### config.mk
export PLATFORM = sky130hd
export DESIGN_NAME = row_scan_gen
export DESIGN_NICKNAME = d
export VERILOG_FILES = /design/src/rtl/rowscan_pkg.sv /design/src/rtl/scan_mode_decode.sv /design/src/rtl/scan_cfg_latch.sv /design/src/rtl/scan_line_counter.sv /design/src/rtl/scan_row_mapper.sv /design/src/rtl/row_scan_gen.sv
export SDC_FILE = /design/constraint.sdc
export NUM_CORES = 1
export LEC_CHECK = 0
export ABC_AREA = 1
export ABC_CLOCK_PERIOD_IN_PS = 2400
export BUFFER_PORTS_ARGS = -buffer_cell sky130_fd_sc_hd__buf_2
export CORE_MARGIN = 5
export CORE_UTILIZATION = 60
export CTS_CLUSTER_DIAMETER = 60
export DETAILED_ROUTE_END_ITERATION = 10
export GPL_TIMING_DRIVEN = 0
export PLACE_DENSITY = 0.82
export SYNTH_ARGS = -nofsm -noshare
export SYNTH_HDL_FRONTEND = slang
export SYNTH_HIERARCHICAL = 1
export SYNTH_SLANG_ARGS = --single-unit
### constraint.sdc
create_clock -name clk -period 2.4 [get_ports clk]
set_input_delay 0.48 -clock clk [delete_from_list [all_inputs] [get_ports clk]]
set_output_delay 0.48 -clock clk [all_outputs]
set_load 0.03 [all_outputs]
### src/rtl/rowscan_pkg.sv
package rowscan_pkg;

    // Width of every row / line index carried through the block
    localparam int IDX_W = 7;

    typedef logic [IDX_W-1:0] idx_t;

    // Multiplex ratio selector codes
    typedef enum logic [1:0] {
        MUX_LINES_FULL = 2'd0,
        MUX_LINES_HI   = 2'd1,
        MUX_LINES_MID  = 2'd2,
        MUX_LINES_LO   = 2'd3
    } mux_mode_e;

    // Configuration in force for one frame
    typedef struct packed {
        idx_t start;   // memory row shown on common line 0
        idx_t last;    // highest common index of the frame
    } scan_cfg_t;

    // Limit a requested start line to the memory height
    function automatic idx_t clamp_start(idx_t req, int rows);
        if (int'(req) >= rows) begin
            return idx_t'(rows - 1);
        end
        return req;
    endfunction

    // Next memory row, wrapping at the memory height
    function automatic idx_t next_row(idx_t cur, int rows);
        if (cur == idx_t'(rows - 1)) begin
            return '0;
        end
        return cur + idx_t'(1);
    endfunction

endpackage

### src/rtl/scan_mode_decode.sv
module scan_mode_decode
    import rowscan_pkg::*;
#(
    parameter int LINES_FULL = 68,
    parameter int LINES_HI   = 65,
    parameter int LINES_MID  = 49,
    parameter int LINES_LO   = 33
) (
    input  mux_mode_e mode,
    output idx_t      last
);
    localparam int NUM_MODES = 4;
    localparam int LINE_TAB [NUM_MODES] = '{LINES_FULL, LINES_HI, LINES_MID, LINES_LO};

    idx_t last_tab [NUM_MODES];

    for (genvar g = 0; g < NUM_MODES; g++) begin : g_tab
        assign last_tab[g] = idx_t'(LINE_TAB[g] - 1);
    end

    assign last = last_tab[mode];
endmodule

### src/rtl/scan_cfg_latch.sv
module scan_cfg_latch
    import rowscan_pkg::*;
#(
    parameter int LINES_FULL = 68
) (
    input  logic      clk,
    input  logic      rst,
    input  logic      load,
    input  scan_cfg_t nxt,
    output scan_cfg_t cur
);
    localparam scan_cfg_t RESET_CFG = '{start: '0, last: idx_t'(LINES_FULL - 1)};

    always_ff @(posedge clk) begin
        if (rst) begin
            cur <= RESET_CFG;
        end else if (load) begin
            cur <= nxt;
        end
    end
endmodule

### src/rtl/scan_line_counter.sv
module scan_line_counter
    import rowscan_pkg::*;
(
    input  logic clk,
    input  logic rst,
    input  logic adv,
    input  idx_t last,
    output idx_t com,
    output logic wrap
);
    assign wrap = adv && (com == last);

    always_ff @(posedge clk) begin
        if (rst) begin
            com <= '0;
        end else if (adv) begin
            com <= wrap ? '0 : com + idx_t'(1);
        end
    end
endmodule

### src/rtl/scan_row_mapper.sv
module scan_row_mapper
    import rowscan_pkg::*;
#(
    parameter int ROWS = 68
) (
    input  logic clk,
    input  logic rst,
    input  logic adv,
    input  logic wrap,
    input  idx_t base,
    output idx_t row
);
    always_ff @(posedge clk) begin
        if (rst) begin
            row <= '0;
        end else if (adv) begin
            row <= wrap ? base : next_row(row, ROWS);
        end
    end
endmodule

### src/rtl/row_scan_gen.sv
module row_scan_gen
    import rowscan_pkg::*;
#(
    parameter int ROWS       = 68,
    parameter int LINES_FULL = 68,
    parameter int LINES_HI   = 65,
    parameter int LINES_MID  = 49,
    parameter int LINES_LO   = 33
) (
    input  logic             clk,
    input  logic             rst,
    input  logic             line_adv_i,
    input  logic [IDX_W-1:0] start_line_i,
    input  logic [1:0]       mux_mode_i,
    output logic [IDX_W-1:0] com_idx_o,
    output logic [IDX_W-1:0] mem_row_o,
    output logic             frame_start_o
);
    scan_cfg_t cfg_cur;
    scan_cfg_t cfg_nxt;
    idx_t      req_last;
    idx_t      act_start;
    idx_t      act_last;
    logic      wrap;

    scan_mode_decode #(
        .LINES_FULL (LINES_FULL),
        .LINES_HI   (LINES_HI),
        .LINES_MID  (LINES_MID),
        .LINES_LO   (LINES_LO)
    ) u_decode (
        .mode (mux_mode_e'(mux_mode_i)),
        .last (req_last)
    );

    always_comb begin
        cfg_nxt.start = clamp_start(start_line_i, ROWS);
        cfg_nxt.last  = req_last;
    end

    scan_cfg_latch #(
        .LINES_FULL (LINES_FULL)
    ) u_cfg (
        .clk  (clk),
        .rst  (rst),
        .load (wrap),
        .nxt  (cfg_nxt),
        .cur  (cfg_cur)
    );

    assign act_start = cfg_cur.start;
    assign act_last  = cfg_cur.last;

    scan_line_counter u_count (
        .clk  (clk),
        .rst  (rst),
        .adv  (line_adv_i),
        .last (act_last),
        .com  (com_idx_o),
        .wrap (wrap)
    );

    scan_row_mapper #(
        .ROWS (ROWS)
    ) u_rows (
        .clk  (clk),
        .rst  (rst),
        .adv  (line_adv_i),
        .wrap (wrap),
        .base (cfg_nxt.start),
        .row  (mem_row_o)
    );

    always_ff @(posedge clk) begin
        if (rst) begin
            frame_start_o <= 1'b0;
        end else if (line_adv_i) begin
            frame_start_o <= wrap;
        end
    end
endmodule

==> results of run 1 <==
-- worst reg2reg max path, cell delays in order (launching register included) --
cell	delay, ns
dfxtp_1	0.45
inv_1	0.06
nand2_1	0.08
nand2_1	0.05
inv_1	0.05
nand2_1	0.05
nor2_1	0.14
nand2_2	0.12
inv_1	0.12
buf_2	0.18
inv_1	0.12
nand2_1	0.08
nand3_1	0.06
o211ai_1	0.09
inv_1	0.05
-- sequential cells by signal, indices dropped and copies added, names as in the netlist --
| register | cells |
|---|---|
| frame_start_o | 1 |
| u_count/com | 7 |
| u_cfg/cur | 7 |
| u_rows/row | 7 |
-- layer usage --
layer  wire length, µm  share of wire
met1              1550           0.51
met2              1280           0.42
met3               167          0.055
met4                13         0.0043
met5                 0              0
-- layout by cell type, fill, tap and decap left out --
| master | instances |
|---|---|
| buf_4 | 5 |
| o21ai_1 | 1 |
| nor3_4 | 1 |
| nand3_1 | 18 |
| inv_1 | 43 |
| nand3_2 | 1 |
| nor3_2 | 1 |
| dfxtp_1 | 22 |
| nor2_2 | 4 |
| conb_1 | 2 |
| o21ai_0 | 9 |
| ha_1 | 2 |
| inv_2 | 3 |
| o211ai_1 | 1 |
| nor2_1 | 34 |
| buf_2 | 28 |
| buf_6 | 3 |
| nor3_1 | 1 |
| o21bai_1 | 2 |
| xor2_1 | 2 |
| clkbuf_4 | 3 |
| nand2_2 | 3 |
| nand2_1 | 75 |
| clkbuf_8 | 1 |
| a21oi_1 | 15 |
| clkbuf_1 | 1 |
-- cell type report --
class | instances | area (µm²) | area share
plain buffers | 11 | 85.1 | 0.0505
clock buffers | 4 | 36.3 | 0.0215
inverters | 46 | 173 | 0.103
multi-input cells | 172 | 782 | 0.464
flip-flops and latches | 22 | 440 | 0.262
well taps | 30 | 37.5 | 0.0223
repair buffers | 26 | 130 | 0.0773
-- final timing paths --
kind | end | slack, ns | startpoint
min reg2reg | frame_start_o | 0.47 | frame_start_o
max | u_rows/row[1] | 0.63 | u_count/com[1]
min | frame_start_o | 0.36 | rst
max reg2reg | u_rows/row[1] | 0.63 | u_count/com[1]
-- where the power goes --
group          switching, µW  internal [µW]
logic                   78.4           46.6
clock network            113           92.6
registers               16.6            376
-- through the flow --
step                 util  worst slack [ns]
finish              0.699             0.626
global route        0.699             0.408
CTS                 0.699             0.651
detailed placement  0.684             0.458
global placement    0.684             0.477
floorplan               -             0.682
==> results.cfg, run 1 <==
[run_status]
status = finished, final reports clean

[critical_path]
cp.arrival_ns = 1.99
crit_slowest_cell = dfxtp_1
ff2ff_path_depth = 14
crit_required_ns = 2.62
worst_setup_path_end_kind = register
critPathMaxStageDelay_ns = 0.45
worstSetupPathType = reg -> reg
path_common_cell = inv_1
worstSetupStartpointType = register
path_cells = inv_1, nand2_1, nand2_1, inv_1, nand2_1, nor2_1, nand2_2, inv_1, buf_2, inv_1, nand2_1, nand3_1, o211ai_1, inv_1
critPathBufInv = 6
critPathTopFamily = buffers and inverters
path_max_fanout = 8
crit_cells = 14

[grt]
grt_max_degree = 13
grt_pass1_vias = 1203
grt_first_pass_wirelength_mm = 5.00
globalRouteOverflowTotal = 0
use_met2 = 0.284
antenna_found_initial = 0
grt_use_met1 = 0.252
grt-busiest-layer = met2
grt_util_all_layers = 0.180
grtUsageMet3 = 0.0414

[min_path]
min_path_cells = 2
min_path_type = in -> reg

[logic_synthesis]
ys_warn_count = 6
syn_area_per_cell_um2 = 5.91
synth_area_um2 = 1480
postSynthCellCount = 250

[timing]
fin_tns_setup_ns = 0
rsz0062_at_grt = no
max_freq_mhz = 564
clock_skew_ns = 0.00211
slew_viol_final = 0
worst_hold_slack_ns = 0.362
layout_min_cycle_time_ns = 1.77
finalCritPeriodShare = 0.739
hold_violations = 0
setup_violations = 0

[routing]
num_vias = 1461
dr.first_iter.drc_count = 49
drtAntennaViolNets = 0
routed_wl_mm = 3.01
drcViolationCount = 0
via_per_inst = 4.70
drt_first_pass_iters = 5
wire_per_inst_um = 9.68

[clocking]
cts.repair.resized = 0
cts.clk_slew.worst_paths_ns = 0.12
post_cts_buffers = 0
cts_hold_buf = 0
cts_root_buf = clkbuf_4
cts.sinks = 22
htreeDepth = 1
clk_latency_ns = 0.31
cts_tree = yes
clockBufferDepth = 2
cts_made_buffers = 3

[floorplanning]
row_count = 18
die_area_um2 = 3550
fp.dieW_um = 59.6
die_h_um = 59.6
core_area_um2 = 2410
io_pins = 27
start_util = 0.613

[finish]
nFillCells = 231
num-nets-final = 296
layout-drive-gt1-share = 0.189
final_cells = 311
syn_to_final_growth_pct = 14.1
final_cell_area_um2 = 1680
antenna_cells = 0

[power_and_ir_drop]
vdd_drop_max_mv = 0.432
leakagePower_uw = 0.000934
total_power_uw = 724
p_per_area_nw_per_um2 = 430

[placement]
gp_congestion = 0.861
dp_hpwl_mm = 2.35
placed_cells = 307
dpl_cell_area_um2 = 1650
port_buffers = 26

[job]
maxCapViolations = 0
Power figures use the tool's default switching activity.
==> run 2: changes to the inputs <==
--- a/config.mk
+++ b/config.mk
@@ -6,14 +6,14 @@
 export NUM_CORES = 1
 export LEC_CHECK = 0
 export ABC_AREA = 1
-export ABC_CLOCK_PERIOD_IN_PS = 2400
+export ABC_CLOCK_PERIOD_IN_PS = 1790
 export BUFFER_PORTS_ARGS = -buffer_cell sky130_fd_sc_hd__buf_2
 export CORE_MARGIN = 5
-export CORE_UTILIZATION = 60
+export CORE_UTILIZATION = 57
 export CTS_CLUSTER_DIAMETER = 60
 export DETAILED_ROUTE_END_ITERATION = 10
 export GPL_TIMING_DRIVEN = 0
-export PLACE_DENSITY = 0.82
+export PLACE_DENSITY = 0.78
 export SYNTH_ARGS = -nofsm -noshare
 export SYNTH_HDL_FRONTEND = slang
 export SYNTH_HIERARCHICAL = 1
==> constraint.sdc (replaced) <==
create_clock -name clk -period 1.79 [get_ports clk]
set_input_delay 0.358 -clock clk [delete_from_list [all_inputs] [get_ports clk]]
set_output_delay 0.358 -clock clk [all_outputs]
set_load 0.03 [all_outputs]
==> run 2 against run 1 <==
  * Non-clock buffer count is the same
  * First-iteration DRC count grew 100%
  * Design area shrank 0.15%
  * Die area grew 4.4%
  * Sequential share of layout area grew 0.56 points
  * Sequential power grew 34%
  * Critical path depth shrank 1
  * Critical endpoint is now u_rows/row[2]
==> results.cfg, run 2 (same netlist as run 1, synthesis figures left out) <==
[run_status]
status = finished, final reports clean

[floorplanning]
row_count = 18
die_area_um2 = 3710
start_util = 0.596
die_h_um = 60.9
io_pins = 27
core_area_um2 = 2480
fp.dieW_um = 60.9

[timing]
slew_viol_final = 0
max_freq_mhz = 620
layout_min_cycle_time_ns = 1.61
fin_ws_ns = 0.177
worst_hold_slack_ns = 0.250
setup_violations = 0
finalCritPeriodShare = 0.901
hold_violations = 0
rsz0062_at_grt = no
clock_skew_ns = 0.00646

[clocking]
cts.clk_slew.worst_paths_ns = 0.12
clk_latency_ns = 0.29
cts_tree = yes
cts.sinks = 22
cts.repair.resized = 0
clockBufferDepth = 2
post_cts_buffers = 0
htreeDepth = 1
cts_hold_buf = 0
cts_made_buffers = 3
cts_root_buf = clkbuf_4

[finish]
final_common_cell = nand2_1
final_cell_mix = 75 x nand2_1, 42 x inv_1, 34 x nor2_1
final_cells = 310
layout-drive-gt1-share = 0.207
top_regs = u_cfg/cur x7, u_count/com x7, u_rows/row x7
antenna_cells = 0
syn_to_final_growth_pct = 13.9
num-nets-final = 296

[placement]
pre_cts_ws_ns = -0.0200
port_buffers = 26
dp_hpwl_mm = 2.39
gp_congestion = 0.806
placed_cells = 307

[critical_path]
worstSetupStartpointType = register
worstSetupPathType = reg -> reg
worst_setup_path_end_kind = register
path_max_fanout = 8
crit_required_ns = 2.03
cp.arrival_ns = 1.85

[grt]
grt_max_degree = 12
grt_pass1_vias = 1203
globalRouteOverflowTotal = 0
grt_util_all_layers = 0.183
antenna_found_initial = 0
grt_first_pass_wirelength_mm = 5.17

[routing]
drt_first_pass_iters = 5
routed_wl_mm = 3.03
num_vias = 1459
dr.first_iter.drc_count = 100
drcViolationCount = 0
via_per_inst = 4.71
wire_per_inst_um = 9.76
drtAntennaViolNets = 0

[power_and_ir_drop]
p_per_area_nw_per_um2 = 541
leakagePower_uw = 0.000929
vdd_drop_max_mv = 0.513
total_power_uw = 910

[min_path]
min_path_type = in -> reg

[job]
maxCapViolations = 0
run 2: cell count changes in the layout (fill, tap and decap cells not counted), sizes merged:
cell,before,now
clkbuf,5,4
run 2: final timing paths:
kind / startpoint / endpoint / slack (ns) / cells after the start
max: u_count/com[0] / u_rows/row[2] / 0.18 / 13
min: rst / frame_start_o / 0.25 / 2
max reg2reg: u_count/com[0] / u_rows/row[2] / 0.18 / 13
min reg2reg: frame_start_o / frame_start_o / 0.47 / 2
run 2: area by class of cell:
class | instances | area [µm²]
Buffer | 11 | 87.6
Tap cell | 30 | 37.5
Multi-Input combinational cell | 172 | 782
Clock buffer | 3 | 22.5
Inverter | 46 | 173
Fill cell | 253 | 796
Sequential cell | 22 | 449
Timing Repair Buffer | 26 | 130
run 2: where the power goes:
group | internal, µW | switching, µW
logic | 62.6 | 106
registers | 505 | 21.5
clock network | 78.1 | 137
run 2: metrics by stage:
| step | utilization | setup TNS (ns) | instance area, µm² |
|---|---|---|---|
| floorplan | - | 0 | 1480 |
| global placement | 0.665 | -0.0137 | 1650 |
| detailed placement | 0.665 | -0.0694 | 1650 |
| CTS | 0.674 | 0 | 1670 |
| global route | 0.679 | 0 | 1680 |
| finish | 0.679 | 0 | 1680 |
run 2: worst max-delay path: stages (launching register included):
cell and delay (ns):
dfxtp_2 0.41, nand2_1 0.09, nand2_1 0.07, inv_1 0.04, nand2_1 0.06, nor2_2 0.04
nand2_2 0.10, inv_1 0.09, buf_4 0.16, inv_1 0.15, nand2_1 0.09, inv_1 0.08
nand2_1 0.06, a21oi_1 0.11
run 2: per-layer routing:
layer  global-route usage  wire length [µm]
met5                    0                 0
met4               0.0372                27
met3               0.0255               183
met2                0.260              1230
met1                0.291              1590
